<file path="config.mk">
export PLATFORM = sky130hd
export DESIGN_NAME = rx_addr_filter
export DESIGN_NICKNAME = d
export VERILOG_FILES = /design/src/rtl/filt_pkg.sv /design/src/rtl/filt_regs.sv /design/src/rtl/addr_crc_hash.sv /design/src/rtl/addr_match.sv /design/src/rtl/rx_addr_filter.sv
export SDC_FILE = /design/constraint.sdc
export NUM_CORES = 1
export LEC_CHECK = 0
export ABC_AREA = 1
export BUFFER_PORTS_ARGS = -buffer_cell sky130_fd_sc_hd__buf_4
export CAP_MARGIN = 10
export CORE_ASPECT_RATIO = 0.7
export CORE_UTILIZATION = 41
export CTS_CLUSTER_SIZE = 28
export DETAILED_ROUTE_END_ITERATION = 16
export PLACE_DENSITY_LB_ADDON = 0.2
export SYNTH_ARGS = -nofsm -noshare
export SYNTH_HDL_FRONTEND = slang
export SYNTH_SLANG_ARGS = --single-unit
</file>
<file path="constraint.sdc">
create_clock -name clk -period 5.6 [get_ports clk]
set_clock_uncertainty 0.2 [all_clocks]
set_input_delay 1.12 -clock clk [delete_from_list [all_inputs] [get_ports clk]]
set_output_delay 1.12 -clock clk [all_outputs]
set_load 0.01 [all_outputs]
</file>
<file path="src/rtl/filt_pkg.sv">
package filt_pkg;
    localparam int DA_BYTES = 6;
    localparam int DA_W     = 8 * DA_BYTES;
    localparam int HASH_W   = 6;
    localparam int HASH_N   = 1 << HASH_W;
    localparam int CRC_W    = 32;
    localparam logic [CRC_W-1:0] CRC_POLY = 32'h04C11DB7;
    localparam int REG_AW   = 5;
    localparam int MODE_W   = 4;

    localparam logic [REG_AW-1:0] OFS_STA_LO  = 5'h00;
    localparam logic [REG_AW-1:0] OFS_STA_HI  = 5'h04;
    localparam logic [REG_AW-1:0] OFS_HASH_LO = 5'h08;
    localparam logic [REG_AW-1:0] OFS_HASH_HI = 5'h0C;
    localparam logic [REG_AW-1:0] OFS_MODE    = 5'h10;

    localparam int MODE_ALL   = 0;
    localparam int MODE_PHYS  = 1;
    localparam int MODE_MCAST = 2;
    localparam int MODE_BCAST = 3;

    typedef struct packed {
        logic [DA_W-1:0]   sta;
        logic [HASH_N-1:0] hash;
        logic [MODE_W-1:0] mode;
    } filt_regs_t;

    // One byte through the CRC shift register, LSB of the byte first.
    function automatic logic [CRC_W-1:0] crc_step_byte(input logic [CRC_W-1:0] c_in,
                                                       input logic [7:0] b);
        logic [CRC_W-1:0] c;
        logic fb;
        c = c_in;
        for (int k = 0; k < 8; k++) begin
            fb = c[CRC_W-1] ^ b[k];
            c  = {c[CRC_W-2:0], 1'b0} ^ (fb ? CRC_POLY : '0);
        end
        return c;
    endfunction
endpackage

</file>
<file path="src/rtl/filt_regs.sv">
module filt_regs
    import filt_pkg::*;
(
    input  logic              clk,
    input  logic              rst_n,
    input  logic              bus_wr,
    input  logic [REG_AW-1:0] bus_addr,
    input  logic [31:0]       bus_wdata,
    output logic [31:0]       bus_rdata,
    output filt_regs_t        regs
);
    filt_regs_t regs_d, regs_q;

    always_comb begin
        regs_d = regs_q;
        if (bus_wr) begin
            case (bus_addr)
                OFS_STA_LO:  regs_d.sta[31:0]      = bus_wdata;
                OFS_STA_HI:  regs_d.sta[DA_W-1:32] = bus_wdata[DA_W-33:0];
                OFS_HASH_LO: regs_d.hash[31:0]     = bus_wdata;
                OFS_HASH_HI: regs_d.hash[63:32]    = bus_wdata;
                OFS_MODE:    regs_d.mode           = bus_wdata[MODE_W-1:0];
                default: ;
            endcase
        end
    end

    always_comb begin
        bus_rdata = '0;
        case (bus_addr)
            OFS_STA_LO:  bus_rdata = regs_q.sta[31:0];
            OFS_STA_HI:  bus_rdata[DA_W-33:0] = regs_q.sta[DA_W-1:32];
            OFS_HASH_LO: bus_rdata = regs_q.hash[31:0];
            OFS_HASH_HI: bus_rdata = regs_q.hash[63:32];
            OFS_MODE:    bus_rdata[MODE_W-1:0] = regs_q.mode;
            default: ;
        endcase
    end

    always_ff @(posedge clk) begin
        if (!rst_n) regs_q <= '0;
        else        regs_q <= regs_d;
    end

    assign regs = regs_q;

    assert_hash_lo_write_R1: assert property (@(posedge clk) disable iff (!rst_n)
        (bus_wr && bus_addr == OFS_HASH_LO) |=> (regs_q.hash[31:0] == $past(bus_wdata)));

    assert_mode_hold_R1: assert property (@(posedge clk) disable iff (!rst_n)
        !bus_wr |=> $stable(regs_q.mode));
endmodule

</file>
<file path="src/rtl/addr_crc_hash.sv">
module addr_crc_hash
    import filt_pkg::*;
#(
    parameter int NB = DA_BYTES
) (
    input  logic              clk,
    input  logic              rst_n,
    input  logic              da_start,
    input  logic              da_valid,
    input  logic [7:0]        da_byte,
    output logic              fin,
    output logic              restart,
    output logic [8*NB-1:0]   addr_full,
    output logic [HASH_W-1:0] idx_full
);
    localparam int CNT_W = $clog2(NB + 1);

    typedef struct packed {
        logic             active;
        logic [CNT_W-1:0] cnt;
        logic [CRC_W-1:0] crc;
        logic [8*NB-1:0]  addr;
    } col_t;

    col_t col_d, col_q;
    logic take;
    logic [CRC_W-1:0] base_crc;
    logic [CNT_W-1:0] base_cnt;
    logic [8*NB-1:0]  base_addr;

    always_comb begin
        take      = da_valid && (da_start || col_q.active);
        base_crc  = da_start ? '1 : col_q.crc;
        base_cnt  = da_start ? '0 : col_q.cnt;
        base_addr = da_start ? '0 : col_q.addr;
        col_d     = col_q;
        if (take) begin
            col_d.crc  = crc_step_byte(base_crc, da_byte);
            col_d.addr = base_addr;
            col_d.addr[8*base_cnt +: 8] = da_byte;
            col_d.cnt  = base_cnt + 1'b1;
            col_d.active = (col_d.cnt != CNT_W'(NB));
        end
        fin       = take && (col_d.cnt == CNT_W'(NB));
        restart   = da_valid && da_start;
        addr_full = col_d.addr;
        idx_full  = col_d.crc[CRC_W-1 -: HASH_W];
    end

    always_ff @(posedge clk) begin
        if (!rst_n) col_q <= '0;
        else        col_q <= col_d;
    end

    assert_gap_hold_R7: assert property (@(posedge clk) disable iff (!rst_n)
        !da_valid |=> ($stable(col_q.crc) && $stable(col_q.cnt)));

    assert_count_bound_R7: assert property (@(posedge clk) disable iff (!rst_n)
        col_q.active |-> (col_q.cnt < CNT_W'(NB)));
endmodule

</file>
<file path="src/rtl/addr_match.sv">
module addr_match
    import filt_pkg::*;
(
    input  logic              clk,
    input  logic              rst_n,
    input  logic              fin,
    input  logic              restart,
    input  logic [DA_W-1:0]   addr,
    input  logic [HASH_W-1:0] idx,
    input  filt_regs_t        regs,
    output logic              dv,
    output logic              acc,
    output logic              bc,
    output logic              ph,
    output logic              mc,
    output logic [HASH_W-1:0] hidx
);
    typedef struct packed {
        logic              dv;
        logic              acc;
        logic              bc;
        logic              ph;
        logic              mc;
        logic [HASH_W-1:0] idx;
    } verdict_t;

    verdict_t v_d, v_q;
    logic is_bc, is_mc, is_ph, hit;

    always_comb begin
        is_bc = &addr;
        is_mc = addr[0] && !is_bc;
        is_ph = (addr == regs.sta);
        hit   = regs.hash[idx];
        v_d   = v_q;
        if (fin) begin
            v_d.dv  = 1'b1;
            v_d.bc  = is_bc;
            v_d.mc  = is_mc;
            v_d.ph  = is_ph;
            v_d.idx = idx;
            v_d.acc = regs.mode[MODE_ALL]
                   || (regs.mode[MODE_PHYS]  && is_ph)
                   || (regs.mode[MODE_MCAST] && is_mc && hit)
                   || (regs.mode[MODE_BCAST] && is_bc);
        end else if (restart) begin
            v_d = '0;
        end
    end

    always_ff @(posedge clk) begin
        if (!rst_n) v_q <= '0;
        else        v_q <= v_d;
    end

    assign dv   = v_q.dv;
    assign acc  = v_q.acc;
    assign bc   = v_q.bc;
    assign ph   = v_q.ph;
    assign mc   = v_q.mc;
    assign hidx = v_q.idx;

    assert_verdict_hold_R8: assert property (@(posedge clk) disable iff (!rst_n)
        (v_q.dv && !restart && !fin) |=> (v_q.dv && $stable(v_q.acc) && $stable(v_q.idx)
                                          && $stable(v_q.ph) && $stable(v_q.mc)));

    assert_bcast_not_mcast_R3: assert property (@(posedge clk) disable iff (!rst_n)
        v_q.bc |-> !v_q.mc);
endmodule

</file>
<file path="src/rtl/rx_addr_filter.sv">
module rx_addr_filter
    import filt_pkg::*;
(
    input  logic              clk,
    input  logic              rst_n,
    input  logic              bus_wr,
    input  logic [REG_AW-1:0] bus_addr,
    input  logic [31:0]       bus_wdata,
    output logic [31:0]       bus_rdata,
    input  logic              da_start,
    input  logic              da_valid,
    input  logic [7:0]        da_byte,
    output logic              dec_valid,
    output logic              dec_accept,
    output logic              dec_bcast,
    output logic              dec_phys,
    output logic              dec_mcast,
    output logic [HASH_W-1:0] dec_hash_idx
);
    filt_regs_t        regs;
    logic              fin, restart;
    logic [DA_W-1:0]   addr_full;
    logic [HASH_W-1:0] idx_full;

    filt_regs u_regs (
        .clk(clk), .rst_n(rst_n), .bus_wr(bus_wr), .bus_addr(bus_addr),
        .bus_wdata(bus_wdata), .bus_rdata(bus_rdata), .regs(regs)
    );

    addr_crc_hash #(.NB(DA_BYTES)) u_crc (
        .clk(clk), .rst_n(rst_n), .da_start(da_start), .da_valid(da_valid),
        .da_byte(da_byte), .fin(fin), .restart(restart),
        .addr_full(addr_full), .idx_full(idx_full)
    );

    addr_match u_match (
        .clk(clk), .rst_n(rst_n), .fin(fin), .restart(restart),
        .addr(addr_full), .idx(idx_full), .regs(regs),
        .dv(dec_valid), .acc(dec_accept), .bc(dec_bcast), .ph(dec_phys),
        .mc(dec_mcast), .hidx(dec_hash_idx)
    );

    assert_start_clears_R9: assert property (@(posedge clk) disable iff (!rst_n)
        (da_start && da_valid) |=> !dec_valid);

    assert_rise_on_byte_R7: assert property (@(posedge clk) disable iff (!rst_n)
        $rose(dec_valid) |-> $past(da_valid));
endmodule

</file>
==> flow_summary.yaml <==
outcome:
  outcome: "complete, no violations"
timing:
  timing.final.ws_setup_ns: 1.07
  maxSlewViolCount: 0
  setup_tns_ns: 0
  post-route-min-period_ns: 4.53
  holdWs_ns: 0.266
  fin_crit_sh_pct: 80.9
  worst_pin_slew_ns: 1.17
  rsz0062_at_grt: "no"
  final-setup-viol-count: 0
  fmax_mhz: 221
  max-slew-margin-rel_pct: 21.7
  hold_viol: 0
routing:
  drt_first_pass_iters: 6
  drc: 0
  detail_route.wl_per_cell_um: 18.5
  wl_met1_mm: 18.2
  final_antenna_net_count: 0
  via_count: 10800
  routed-wl-met2_mm: 15.0
  dr_wl_met3_mm: 3.37
  viasPerCell: 5.40
  top_layer_used: "met4"
  drt-initial-drc-count: 1174
  wirelength_mm: 37.0
floorplan:
  die_area_um2: 27500
  die_h_um: 139
  rows: 49
  die_x_um: 198
  io_pins: 93
  initial_core_util_pct: 42.3
  core-area_um2: 26000
synthesis:
  ys_ff_latch: 211
  synth-seq-area-share_pct: 38.5
  syn_area_um2: 11000
  syn_nets: 1629
  syn_inst: 1574
  synth.avg_cell_area_um2: 6.98
  yosysWarnings: 0
  ys_types: 49
layout:
  area_delta_synth_final_pct: 15.6
  finalInstanceArea_um2: 12700
  diodes: 0
  fill_cells: 2684
  drive_gt1_share_pct: 12.2
  fin_nets: 1687
power_and_ir_drop:
  ir_worst_vdd_mv: 0.203
  cellLeakagePower_uw: 0.00499
  power_uw: 3890
  power_density_nw_per_um2: 307
placement:
  placedInstanceArea_um2: 11900
  dp_hpwl_mm: 27.1
  place_congestion: 0.931
  io_buffer_count: 92
  pre_cts_slack_ns: 0.835
cts:
  cts_tree: "done"
  ctsHoldBuffers: 0
  cts_max_path_buffers: 3
  cts-root-buf: "clkbuf_16"
  path_clk_slew_ns: 0.06
  cts_setup_buffers: 0
  clkSinkCount: 211
  postCtsResizedCells: 0
  cts_max_level: 1
  clk-insertion-delay-late_ns: 0.53
  cts_buffers: 24
critical_path:
  reg2reg_from: "u_crc.col_q[81]"
  crit_type: "primary input to primary output"
  worstPathRequired_ns: 4.28
  arrival_ns: 3.21
  crit_start: "bus_addr[1]"
  endpoint_kind: "primary output"
  crit_path_max_fanout: 21
  critical_path.startpoint_type: "primary input"
grt:
  grtUsageTotal_pct: 26.9
  grt_antenna_before_repair: 0
  grt_max_degree: 99
  grt_overflow_total: 0
  grt_pass1_wl_mm: 57.6
  grt_pass1_vias: 9686
flow_run:
  drv_cap: 0
hold_path:
  hold_path_class: "flop to flop"
  min_from: "u_regs.regs[9]"
-- area by class of cell --
type | instances | area, um^2 | share of cell area, %
multi-input combinational | 1080 | 5630 | 44.4
sequential | 211 | 4220 | 33.3
timing repair buffer | 111 | 833 | 6.57
inverter | 204 | 768 | 6.05
clock buffer | 38 | 724 | 5.71
tap | 357 | 447 | 3.52
clock inverter | 6 | 61.3 | 0.483
-- layout by cell type (no fill, tap or decap), drive strengths merged --
master / instances
o31ai: 2
dfxtp: 211
a21oi: 103
o21ai: 193
clkinvlp: 1
nand3b: 3
a221oi: 13
nor3: 12
bufinv: 1
nand4: 12
and2: 2
nand3: 133
clkinv: 6
nor2: 201
clkbuf: 38
or2: 3
ha: 5
a211oi: 2
xnor2: 19
inv: 202
o22ai: 21
buf: 111
o211ai: 13
a31oi: 3
a22oi: 5
o21a: 2
o21bai: 2
nand2: 257
a32o: 3
o221ai: 21
xor2: 50
-- where the power goes --
| part | leakage [uW] | switching, uW | internal (uW) | total, uW |
|---|---|---|---|---|
| clock network | 0.000384 | 649 | 932 | 1580 |
| logic | 0.00290 | 496 | 237 | 734 |
| registers | 0.00171 | 30.6 | 1550 | 1580 |
| total | 0.00499 | 1180 | 2720 | 3890 |
-- kinds of logic (layout without fill, tap and decap cells) --
| kind of cell | after synthesis | count (layout) | share of synthesized area, % |
|---|---|---|---|
| XOR/XNOR | 69 | 69 | 5.95 |
| AND/OR/NAND/NOR | 623 | 623 | 24.6 |
| buffers and inverters | 283 | 359 | 10.3 |
| flip-flops | 211 | 211 | 38.5 |
| adder cells (fa/ha/maj) | 5 | 5 | 0.570 |
| AO/OA/AOI/OAI | 383 | 383 | 20.1 |
-- critical path: stages --
cell and delay (ns):
buf_4 0.11, nor2_1 0.12, nand3_1 0.10, nor2_1 0.10, buf_4 0.19, clkinv_1 0.59, o22ai_1 0.50, a21oi_1 0.10
o21ai_0 0.10, buf_4 0.16
-- synthesized netlist by cell type (all sizes together) --
cell	number	share of area (%)
nand2	257	9.4
dfxtp	211	38
inv	202	6.9
nor2	201	7.1
o21ai	193	9.2
nand3	133	6.3
a21oi	103	4.7
clkbuf	59	2.0
xor2	50	4.2
o221ai	21	1.7
o22ai	21	1.2
buf	20	1.3
xnor2	19	1.8
a221oi	13	1.0
o211ai	13	0.89
nand4	12	0.68
nor3	12	0.65
a22oi	5	0.43
ha	5	0.57
a31oi	3	0.17
a32o	3	0.27
nand3b	3	0.21
or2	3	0.17
a211oi	2	0.14
and2	2	0.11
clkinv	2	0.068
o21a	2	0.14
o21bai	2	0.14
o31ai	2	0.14
-- final timing paths --
| kind | end | slack (ns) | cells past startpoint |
|---|---|---|---|
| max | bus_rdata[9] | 1.07 | 10 |
| min | u_regs.regs[9] | 0.27 | 2 |
| max reg2reg | u_match.acc | 1.70 | 20 |
| min reg2reg | u_regs.regs[9] | 0.27 | 2 |
-- routing by layer --
metal / GRT usage [%] / vias to the layer above
li1: - / 5282
met4: 4.86 / 0
met5: 0 / -
met1: 42.2 / 5048
met2: 37.5 / 458
met3: 5.42 / 41
-- registers in the layout (all words and copies together) (netlist names) --
| signal | flops |
|---|---|
| u_match.hidx | 6 |
| u_match.mc | 1 |
| u_match.acc | 1 |
| u_match.ph | 1 |
| u_match.bc | 1 |
| u_match.dv | 1 |
| u_regs.regs | 116 |
| u_crc.col_q | 84 |
-- per-stage QoR --
| step | instances | util [%] |
|---|---|---|
| after global placement | 1963 | 45.8 |
| after global routing | 2007 | 48.8 |
| after CTS | 2007 | 48.8 |
| final | 2007 | 48.8 |
| after detailed placement | 1963 | 45.8 |
| after floorplan | 1574 | - |
Power figures use the tool's default switching activity.
